===== config.mk =====
export PLATFORM = sky130hd
export DESIGN_NAME = gpio_bank_ctrl
export DESIGN_NICKNAME = d
export VERILOG_FILES = /design/src/rtl/gpio_bank_pkg.sv /design/src/rtl/gpio_addr_decode.sv /design/src/rtl/gpio_bus_fsm.sv /design/src/rtl/gpio_bank_regs.sv /design/src/rtl/gpio_in_sync.sv /design/src/rtl/gpio_bank_ctrl.sv
export SDC_FILE = /design/constraint.sdc
export NUM_CORES = 2
export LEC_CHECK = 0
export BUFFER_PORTS_ARGS = -buffer_cell sky130_fd_sc_hd__buf_2
export CAP_MARGIN = 20
export CORE_AREA = 2 2 433 435
export CTS_BUF_LIST = sky130_fd_sc_hd__clkbuf_8
export DETAILED_ROUTE_END_ITERATION = 16
export DIE_AREA = 0 0 435 437
export SLEW_MARGIN = 20
export SYNTH_ARGS = -nofsm -noshare
export SYNTH_HDL_FRONTEND = slang
export SYNTH_HIERARCHICAL = 1
export SYNTH_SLANG_ARGS = --single-unit

===== constraint.sdc =====
create_clock -name clk -period 14.2 [get_ports clk]
set_input_delay 2.84 -clock clk [delete_from_list [all_inputs] [get_ports clk]]
set_output_delay 2.84 -clock clk [all_outputs]
set_load 0.005 [all_outputs]

===== src/rtl/gpio_bank_pkg.sv =====
package gpio_bank_pkg;
    timeunit 1ns;
    timeprecision 100ps;

    localparam int LINES_PER_BANK = 8;
    localparam int BANK_STRIDE    = 8;
    localparam int DIR_OFFSET     = 4;
    localparam int IRQ_WINDOW     = 'h90;
    localparam int WINDOW_SPAN    = 'h10;
    localparam int IRQ_WORD_SPAN  = 4;

    typedef enum logic [1:0] {
        ST_IDLE     = 2'd0,
        ST_ENABLE   = 2'd1,
        ST_COMPLETE = 2'd2
    } bus_state_e;

    typedef enum logic [1:0] {
        SEL_NONE = 2'd0,
        SEL_DATA = 2'd1,
        SEL_DIR  = 2'd2,
        SEL_IRQ  = 2'd3
    } reg_sel_e;
endpackage


===== src/rtl/gpio_addr_decode.sv =====
module gpio_addr_decode
    import gpio_bank_pkg::*;
#(
    parameter int NUM_BANKS = 31,
    parameter int ADDR_W    = 9,
    parameter int IDX_W     = 5
) (
    input  logic [ADDR_W-1:0] addr,
    output reg_sel_e          sel,
    output logic [IDX_W-1:0]  bank_idx
);
    timeunit 1ns;
    timeprecision 100ps;

    always_comb begin
        int byte_ofs;
        int folded;
        int slot;
        byte_ofs = int'(addr);
        folded   = byte_ofs;
        slot     = 0;
        sel      = SEL_NONE;
        bank_idx = '0;
        if (byte_ofs >= IRQ_WINDOW && byte_ofs < IRQ_WINDOW + IRQ_WORD_SPAN) begin
            sel = SEL_IRQ;
        end else if (byte_ofs >= IRQ_WINDOW && byte_ofs < IRQ_WINDOW + WINDOW_SPAN) begin
            sel = SEL_NONE;
        end else begin
            folded = (byte_ofs >= IRQ_WINDOW + WINDOW_SPAN) ? byte_ofs - WINDOW_SPAN : byte_ofs;
            slot   = folded / BANK_STRIDE;
            if (slot >= 1 && slot <= NUM_BANKS) begin
                bank_idx = IDX_W'(slot - 1);
                sel      = ((folded % BANK_STRIDE) >= DIR_OFFSET) ? SEL_DIR : SEL_DATA;
            end
        end
    end
endmodule


===== src/rtl/gpio_bus_fsm.sv =====
module gpio_bus_fsm
    import gpio_bank_pkg::*;
#(
    parameter int DATA_W = 32
) (
    input  logic              clk,
    input  logic              rst_n,
    input  logic              psel,
    input  logic              penable,
    input  logic              pwrite,
    input  logic [DATA_W-1:0] rd_value,
    output logic              wr_fire,
    output logic              pready,
    output logic [DATA_W-1:0] prdata
);
    timeunit 1ns;
    timeprecision 100ps;

    bus_state_e        state_q;
    bus_state_e        state_d;
    logic [DATA_W-1:0] capture_q;
    logic              enable_seen;

    assign enable_seen = psel && penable;

    always_ff @(posedge clk) begin
        if (!rst_n) begin
            state_q <= ST_IDLE;
        end else begin
            state_q <= state_d;
        end
    end

    always_comb begin
        state_d = state_q;
        unique case (state_q)
            ST_IDLE:     state_d = (psel && !penable) ? ST_ENABLE : ST_IDLE;
            ST_ENABLE:   state_d = enable_seen ? ST_COMPLETE : ST_IDLE;
            ST_COMPLETE: state_d = ST_IDLE;
            default:     state_d = ST_IDLE;
        endcase
    end

    always_ff @(posedge clk) begin
        if (!rst_n) begin
            capture_q <= '0;
        end else if (state_q == ST_ENABLE && enable_seen) begin
            capture_q <= pwrite ? '0 : rd_value;
        end
    end

    always_comb begin
        wr_fire = 1'b0;
        pready  = 1'b0;
        prdata  = '0;
        unique case (state_q)
            ST_IDLE: ;
            ST_ENABLE:   wr_fire = enable_seen && pwrite;
            ST_COMPLETE: begin
                pready = 1'b1;
                prdata = capture_q;
            end
            default: ;
        endcase
    end
endmodule


===== src/rtl/gpio_bank_regs.sv =====
module gpio_bank_regs
    import gpio_bank_pkg::*;
#(
    parameter int NUM_BANKS = 31,
    parameter int IDX_W     = 5,
    localparam int NUM_LINES = NUM_BANKS * LINES_PER_BANK
) (
    input  logic                      clk,
    input  logic                      rst_n,
    input  logic                      wr_fire,
    input  reg_sel_e                  sel,
    input  logic [IDX_W-1:0]          bank_idx,
    input  logic [LINES_PER_BANK-1:0] wr_byte,
    output logic [NUM_LINES-1:0]      data_q,
    output logic [NUM_LINES-1:0]      dir_q
);
    timeunit 1ns;
    timeprecision 100ps;

    for (genvar b = 0; b < NUM_BANKS; b++) begin : g_bank
        logic                      hit;
        logic [LINES_PER_BANK-1:0] data_r;
        logic [LINES_PER_BANK-1:0] dir_r;

        assign hit = wr_fire && (int'(bank_idx) == b);

        always_ff @(posedge clk) begin
            if (!rst_n) begin
                data_r <= '0;
                dir_r  <= '1;
            end else begin
                if (hit && sel == SEL_DATA) data_r <= wr_byte;
                if (hit && sel == SEL_DIR)  dir_r  <= wr_byte;
            end
        end

        assign data_q[b*LINES_PER_BANK +: LINES_PER_BANK] = data_r;
        assign dir_q[b*LINES_PER_BANK +: LINES_PER_BANK]  = dir_r;
    end
endmodule


===== src/rtl/gpio_in_sync.sv =====
module gpio_in_sync #(
    parameter int WIDTH  = 8,
    parameter int STAGES = 2
) (
    input  logic             clk,
    input  logic             rst_n,
    input  logic [WIDTH-1:0] async_in,
    output logic [WIDTH-1:0] sync_out
);
    timeunit 1ns;
    timeprecision 100ps;

    logic [WIDTH-1:0] chain_q [STAGES];

    always_ff @(posedge clk) begin
        if (!rst_n) begin
            for (int s = 0; s < STAGES; s++) chain_q[s] <= '0;
        end else begin
            chain_q[0] <= async_in;
            for (int s = 1; s < STAGES; s++) chain_q[s] <= chain_q[s-1];
        end
    end

    assign sync_out = chain_q[STAGES-1];
endmodule


===== src/rtl/gpio_bank_ctrl.sv =====
module gpio_bank_ctrl
    import gpio_bank_pkg::*;
#(
    parameter int NUM_BANKS   = 31,
    parameter int ADDR_W      = 9,
    parameter int DATA_W      = 32,
    parameter int SYNC_STAGES = 2,
    localparam int NUM_LINES  = NUM_BANKS * LINES_PER_BANK,
    localparam int IDX_W      = (NUM_BANKS > 1) ? $clog2(NUM_BANKS) : 1
) (
    input  logic                 clk,
    input  logic                 rst_n,
    input  logic                 psel,
    input  logic                 penable,
    input  logic                 pwrite,
    input  logic [ADDR_W-1:0]    paddr,
    input  logic [DATA_W-1:0]    pwdata,
    output logic [DATA_W-1:0]    prdata,
    output logic                 pready,
    input  logic [NUM_LINES-1:0] pin_in,
    output logic [NUM_LINES-1:0] pin_out,
    output logic [NUM_LINES-1:0] pin_oe,
    output logic [DATA_W-1:0]    irq_en
);
    timeunit 1ns;
    timeprecision 100ps;

    reg_sel_e                  sel;
    logic [IDX_W-1:0]          bank_idx;
    logic                      wr_fire;
    logic [DATA_W-1:0]         rd_value;
    logic [NUM_LINES-1:0]      data_q;
    logic [NUM_LINES-1:0]      dir_q;
    logic [NUM_LINES-1:0]      pin_sync;
    logic [DATA_W-1:0]         irq_q;
    logic [LINES_PER_BANK-1:0] bank_dir;
    logic [LINES_PER_BANK-1:0] bank_data;
    logic [LINES_PER_BANK-1:0] bank_pin;

    gpio_addr_decode #(
        .NUM_BANKS (NUM_BANKS),
        .ADDR_W    (ADDR_W),
        .IDX_W     (IDX_W)
    ) u_decode (
        .addr     (paddr),
        .sel      (sel),
        .bank_idx (bank_idx)
    );

    gpio_bus_fsm #(
        .DATA_W (DATA_W)
    ) u_fsm (
        .clk      (clk),
        .rst_n    (rst_n),
        .psel     (psel),
        .penable  (penable),
        .pwrite   (pwrite),
        .rd_value (rd_value),
        .wr_fire  (wr_fire),
        .pready   (pready),
        .prdata   (prdata)
    );

    gpio_bank_regs #(
        .NUM_BANKS (NUM_BANKS),
        .IDX_W     (IDX_W)
    ) u_regs (
        .clk      (clk),
        .rst_n    (rst_n),
        .wr_fire  (wr_fire),
        .sel      (sel),
        .bank_idx (bank_idx),
        .wr_byte  (pwdata[LINES_PER_BANK-1:0]),
        .data_q   (data_q),
        .dir_q    (dir_q)
    );

    gpio_in_sync #(
        .WIDTH  (NUM_LINES),
        .STAGES (SYNC_STAGES)
    ) u_sync (
        .clk      (clk),
        .rst_n    (rst_n),
        .async_in (pin_in),
        .sync_out (pin_sync)
    );

    always_ff @(posedge clk) begin
        if (!rst_n) begin
            irq_q <= '0;
        end else if (wr_fire && sel == SEL_IRQ) begin
            irq_q <= pwdata;
        end
    end

    always_comb begin
        bank_dir  = '0;
        bank_data = '0;
        bank_pin  = '0;
        for (int b = 0; b < NUM_BANKS; b++) begin
            if (int'(bank_idx) == b) begin
                bank_dir  = dir_q[b*LINES_PER_BANK +: LINES_PER_BANK];
                bank_data = data_q[b*LINES_PER_BANK +: LINES_PER_BANK];
                bank_pin  = pin_sync[b*LINES_PER_BANK +: LINES_PER_BANK];
            end
        end
    end

    always_comb begin
        rd_value = '0;
        unique case (sel)
            SEL_NONE: rd_value = '0;
            SEL_DATA: rd_value = DATA_W'((bank_dir & bank_pin) | (~bank_dir & bank_data));
            SEL_DIR:  rd_value = DATA_W'(bank_dir);
            SEL_IRQ:  rd_value = irq_q;
            default:  rd_value = '0;
        endcase
    end

    assign pin_out = data_q;
    assign pin_oe  = ~dir_q;
    assign irq_en  = irq_q;
endmodule


* Word-level counts from Yosys, hierarchy flattened
Memory sizes are Yosys's and may differ from the RTL's.
Cells that the tools add are included.
** Storage, ports and cells
- Register bits after elaboration :: 562
- RAM bits :: 496
- Memories :: 1
- Output and inout port bits :: 561
** Cells by class
- Add/subtract/negate cells :: 3
- Reduce and logical (&&, ||, !) cells :: 106
- Multiplexer cells :: 113
- Bitwise gates (word level) :: 8
- Order comparisons :: 7
- Equality and inequality tests :: 35
** Memory list
- u_sync.chain_q :: depth 2, width 248, rd ports 2, clocked after Yosys merged registers in 0, write ports 2, line gpio_in_sync.sv:13 : logic [WIDTH-1:0] chain_q [STAGES];
** Operators by type and width (number)
- $mux W8 :: 93
- $mux W248 :: 2
- $not A248 Y248 :: 1
- $pmux W32 S4 :: 1
- $logic_and A1 B1 Y1 :: 101
- $mux W32 :: 3
- $eq A5 B5 Y1 const B :: 16
- $eq A5 B4 Y1 const B :: 8
- $add A32 B1 Y32 :: 1
- $and A32 B8 Y32 :: 1
- $ge A32 B2 Y1 const B :: 1
- $le A32 B6 Y1 const B :: 1
- $not A8 Y32 :: 1
- $or A8 B32 Y32 :: 1
- $eq A5 B3 Y1 const B :: 4
- $ge A9 B8 Y1 const B :: 2
- $lt A9 B8 Y1 const B :: 2
- $mux W5 :: 3
- $eq A5 B2 Y1 const B :: 2
- $mux W2 :: 5
- $sub A9 B5 Y10 const B :: 1
- $and A8 B8 Y8 :: 1
- $eq A2 B2 Y1 const B :: 3
- $logic_not A5 Y1 :: 1
- other kinds (10) :: 17

* Logic depth before layout (Yosys ltp)
- Word-level depth :: 47
- Gate-level depth with buffers :: 30

* By module
Netlist, hierarchy kept.
** Modules (own cells, without submodules)
- gpio_bank_regs :: cells each 1729, instances 1, seq. area each 9929.5 µm², area each 18660.4 µm²
- gpio_in_sync :: cells each 1295, instances 1, seq. area each 9929.5 µm², area each 15463.6 µm²
- gpio_bank_ctrl :: cells each 1538, instances 1, seq. area each 640.6 µm², area each 9351.5 µm²
- gpio_bus_fsm :: cells each 185, instances 1, seq. area each 680.7 µm², area each 1730.4 µm²
- gpio_addr_decode :: cells each 100, instances 1, seq. area each 0.0 µm², area each 828.3 µm²

* Least setup slack after synthesis
No wires, ideal clock.
- Path type :: input port to flip-flop
- From :: input paddr[4]
- To :: register u_fsm.capture_q[1]
- Path slack :: 6.536 ns
- Arrival time :: 7.545 ns
- Library setup time :: 0.119 ns
- Path buffers :: 3
- Stages on the path :: 25
- Cell sequence :: buf_2 inv_1 ha_1 nor4b_2 a221oi_2 xnor2_1 ha_1 inv_1 ha_1 nor4b_1 a41oi_1 nor4_4 nor3_1 buf_4 nand2b_1 buf_4 nor2_1 a221oi_1 o221ai_1 a221oi_1 a21oi_1 nor4b_1 a211o_1 nand3b_1 mux2i_1
** Between the ends
- Longest elaborated chain between the ends :: 47
** Ends and longest elaborated chain
- from (decl) :: line gpio_bank_ctrl.sv:16 : input logic [ADDR_W-1:0] paddr,
- $ge A9 B8 Y1 :: line gpio_addr_decode.sv:29 : folded = (byte_ofs >= IRQ_WINDOW + WINDOW_SPAN) ? byte_ofs - WINDOW_SPAN : byte_ofs;
- $mux W32 :: line gpio_addr_decode.sv:29
- $reduce_or A3 Y1 (no source line)
- $and A1 B1 Y1 (no source line)
- $add A32 B1 Y32 (no source line)
- $ge A32 B2 Y1 or $le A32 B6 Y1 (tied branches) :: line gpio_addr_decode.sv:31 : if (slot >= 1 && slot <= NUM_BANKS) begin
- $logic_and A1 B1 Y1 :: line gpio_addr_decode.sv:31
- $mux W5 :: line gpio_addr_decode.sv:31
- [2 not listed]
- named net bank_idx[1] :: line gpio_bank_ctrl.sv:29 : logic [IDX_W-1:0] bank_idx;
- $logic_not A5 Y1 :: line gpio_bank_ctrl.sv:101 : if (int'(bank_idx) == b) begin
- $mux W8 (31 in series) :: line gpio_bank_ctrl.sv:101
- $not A8 Y32 :: line gpio_bank_ctrl.sv:113 : SEL_DATA: rd_value = DATA_W'((bank_dir & bank_pin) | (~bank_dir & bank_data));
- $and A32 B8 Y32 :: line gpio_bank_ctrl.sv:113
- $or A8 B32 Y32 :: line gpio_bank_ctrl.sv:113
- $pmux W32 S4 (*) :: line gpio_bank_ctrl.sv:111 : unique case (sel)
- named net rd_value[1] :: line gpio_bank_ctrl.sv:31 : logic [DATA_W-1:0] rd_value;
- $mux W32 (*) :: line gpio_bus_fsm.sv:48 : capture_q <= pwrite ? '0 : rd_value;
- to (signal assigned) :: line gpio_bus_fsm.sv:48
- to (decl) :: line gpio_bus_fsm.sv:21 : logic [DATA_W-1:0] capture_q;
Mark *: on every way through the listed nets, which the timed path passes. The rest lies on a longest branch.
A chain may end at the register's enable or synchronous reset.

* Worst setup path in the final report
Ends and elaborated chain as after synthesis.

==> impl_metrics.csv <==
group,metric,value,unit
cts,h-tree-depth,4,
floorplan,dieWidth,435,um
grt,grt_max_degree,265,
status,outcome,"complete, no violations",
placed_design,hpwl,201000,um
synthesis,yosys_warnings,6,
grt,overflow,0,
synthesis,avgSynthCellArea,9.50,sq um
floorplan,ios,855,
setup_path,crit_top_cell,"ha_1",
sta,hold_violations,0,
sta,final.min_clock_period,9.24,ns
sta,finalSetupViolations,0,
route,route.met2.wl,113000,um
floorplan,fp.dieH,437,um
synthesis,yosysTopAreaCell,"dfxtp_1",
route,drc,0,
finish,syn_to_final_growth,18.3,%
route,avgRoutedWirePerCell,32.4,um
setup_path,slowest_delay,0.85,ns
synthesis,syn-instance-count,4847,
setup_path,crit_type,"in2reg",
route,highest_layer,"met5",
sta,rsz0062_at_grt,"no",
power,p_per_area,115,mW/mm^2
setup_path,critical_path_buf_inv_count,5,
finish,fillerInstances,19900,
sta,period_share,65.1,%
synthesis,synth_area_leaders,"dfxtp_1 46%, mux2i_1 12%, and2_1 7.3%, buf_4 4.3%, nand2_1 3.9%",
synthesis,syn-cell-area,0.0460,sq mm
sta,tns,0,ns
grt,grt_first_pass_wirelength,343000,um
cts,cts_setup_buffers,0,
placed_design,place.gp.congestion,1.03,
synthesis,synth_top_area_share,46.0,%
cts,tritoncts,"built",
synthesis,postSynth.asyncResetShare,0,%
finish,layout.nets,5694,
synthesis,ys.flop_type,"dfxtp_1",
synthesis,synth_cell_types,103,
floorplan,coreArea,0.185,sq mm
grt,grt_pass1_vias,38200,
sta,slew_headroom,23.8,%
floorplan,die_area,0.190,sq mm
placed_design,port-buffer-count,854,
cts,clkTransAtPathRegs,0.07,ns
route,vias,39800,
grt,track_usage,26.1,%
setup_path,arrival,10.10,ns
setup_path,start_kind,"input port",
finish,seqCellArea,0.0212,sq mm
setup_path,critical_path.max_fanout,66,
setup_path,required,15.06,ns
setup_path,crit_slowest_cell,"nor2_2",
route,routed_wl,260000,um
sta,worst_pin_slew,1.14,ns
setup_path,crit_family,"simple AND/OR/NAND/NOR gates",
cts,cts_root_buf,"clkbuf_8",
grt,antenna_found_initial,84,
power,power,6250,uW
synthesis,synth-edff-count,0,
min_path,hp-class,"reg2reg",
synthesis,ys_ff_latch,1058,
route,dr.pass1.iters,6,
power,p_leak,0.0271,uW
cts,insertion_delay,0.93,ns
floorplan,initial_core_util,24.9,%
power,ir_drop,88.2,uV
cts,clk_path_buf_depth,3,
floorplan,core.rowCount,158,
route,initialDrtViolationCount,4375,
job,max-cap-violations,0,
finish,multi_input_area,0.0205,sq mm
route,drt-met1-wl,99500,um
route,route.met3.wl,22700,um
sta,skew,0.0510,ns
cts,cts.sink_count,1058,
cts,cts.repair.resized,0,
finish,drive_gt1_share,24.5,%
route,ant_nets,0,
route,vias_per_cell,4.97,
setup_path,cp-end-kind,"flip-flop",
cts,cts_hold_buf,0,
cts,cts_made_buffers,176,
sta,max_freq,0.108,GHz
synthesis,ys_seq_area_share,46.0,%
sta,slew_violations,0,
sequential cells by signal (all words and copies together), names as in the netlist:
| signal | flops |
|---|---|
| u_sync/chain_q | 496 |
| u_regs/g_bank.data_r | 248 |
| u_fsm/state_q | 2 |
| u_regs/g_bank.dir_r | 248 |
| irq_en | 32 |
| u_fsm/capture_q | 32 |
routing by layer:
layer | GRT usage [%] | vias to the layer above
met5 | 0 | -
met4 | 20.1 | 122
met3 | 7.73 | 796
met2 | 40.1 | 2284
met1 | 30.6 | 19500
li1 | - | 17100
layout make-up:
cell class / instances / area share (%)
flip-flops and latches: 1058 / 38.9
multi-input cells: 2957 / 37.6
repair buffers: 927 / 9.00
well taps: 2480 / 5.70
clock buffers: 222 / 5.61
inverters: 262 / 1.81
clock inverters: 92 / 1.37
diodes: 9 / 0.0414
final timing paths:
kind,start,end,slack (ns),depth (start not counted)
worst max register to register,u_fsm/state_q[1],u_regs/g_bank[8].data_r[3],10.21,6
worst min-delay path,u_sync/chain_q[0][1],u_sync/chain_q[0][249],0.39,1
worst max-delay path,paddr[4],u_fsm/capture_q[1],4.96,25
worst min register to register,u_sync/chain_q[0][1],u_sync/chain_q[0][249],0.39,1
power by group:
part	internal [uW]	switching, uW
clock	1600	1330
sequential	3030	32.0
combinational	96.8	156
total	4730	1520
metrics by stage:
stage | util [%] | instance area [sq um] | std cells | setup WS, ns | hold slack (ns)
after floorplan | - | 46100 | 4864 | 6.54 | 0.406
after global placement | 27.4 | 50600 | 7683 | 4.24 | 0.417
after detailed placement | 27.4 | 50600 | 7683 | 4.24 | 0.417
after CTS | 29.4 | 54400 | 7997 | 5.24 | 0.396
after global routing | 29.4 | 54500 | 8005 | 4.76 | 0.422
final | 29.4 | 54500 | 8007 | 4.96 | 0.389
logic make-up after synthesis:
| logic type | after synthesis | share of synthesized area (%) |
|---|---|---|
| xor gates and xnor gates | 6 | 0.114 |
| DFF | 1058 | 46.0 |
| and+or+nand+nor | 1695 | 20.6 |
| muxes | 587 | 13.1 |
| buffers and inverters | 849 | 10.2 |
| AOI/OAI and AO/OA | 632 | 9.53 |
| other | 2 | 0.0163 |
| adders and majority gates | 18 | 0.489 |
cells in the final DEF (no fill, tap or decap), drive strengths merged, types with 24 or more instances in the layout:
cell    count
a211oi     27
nand3b     43
and3       40
nand3      37
clkinv     25
nor2b     264
o22ai      31
a22oi     103
o21ai      96
a21oi     125
a21boi     32
and2      537
mux2i     559
clkbuf    222
nand2     508
buf       927
dfxtp    1058
a31oi      24
nor3       28
inv       317
nor2      118
worst reg2reg max path, delay by kind of cell (launching register included):
kind                   cells  cell delay (ns)
AND/OR/NAND/NOR            4             2.63
buffers and inverters      1             0.59
multiplexers               1             0.36
flip-flops                 1             0.32
synth_stat cells (28+ instances only):
library cell  instances
nand2_2              30
nand3_1              37
and3_1               40
nor3_1               28
clkbuf_1            173
nor2b_1             264
buf_6                49
buf_4               265
dfxtp_1            1058
inv_1               261
buf_2                86
a21boi_0             32
nor2_1              107
nand3b_1             41
mux2i_1             558
nand2_1             478
and2_1              537
o21ai_0              94
a22oi_1             103
o22ai_1              31
a21oi_1             123
No activity file was read; power rests on OpenSTA's default activity.
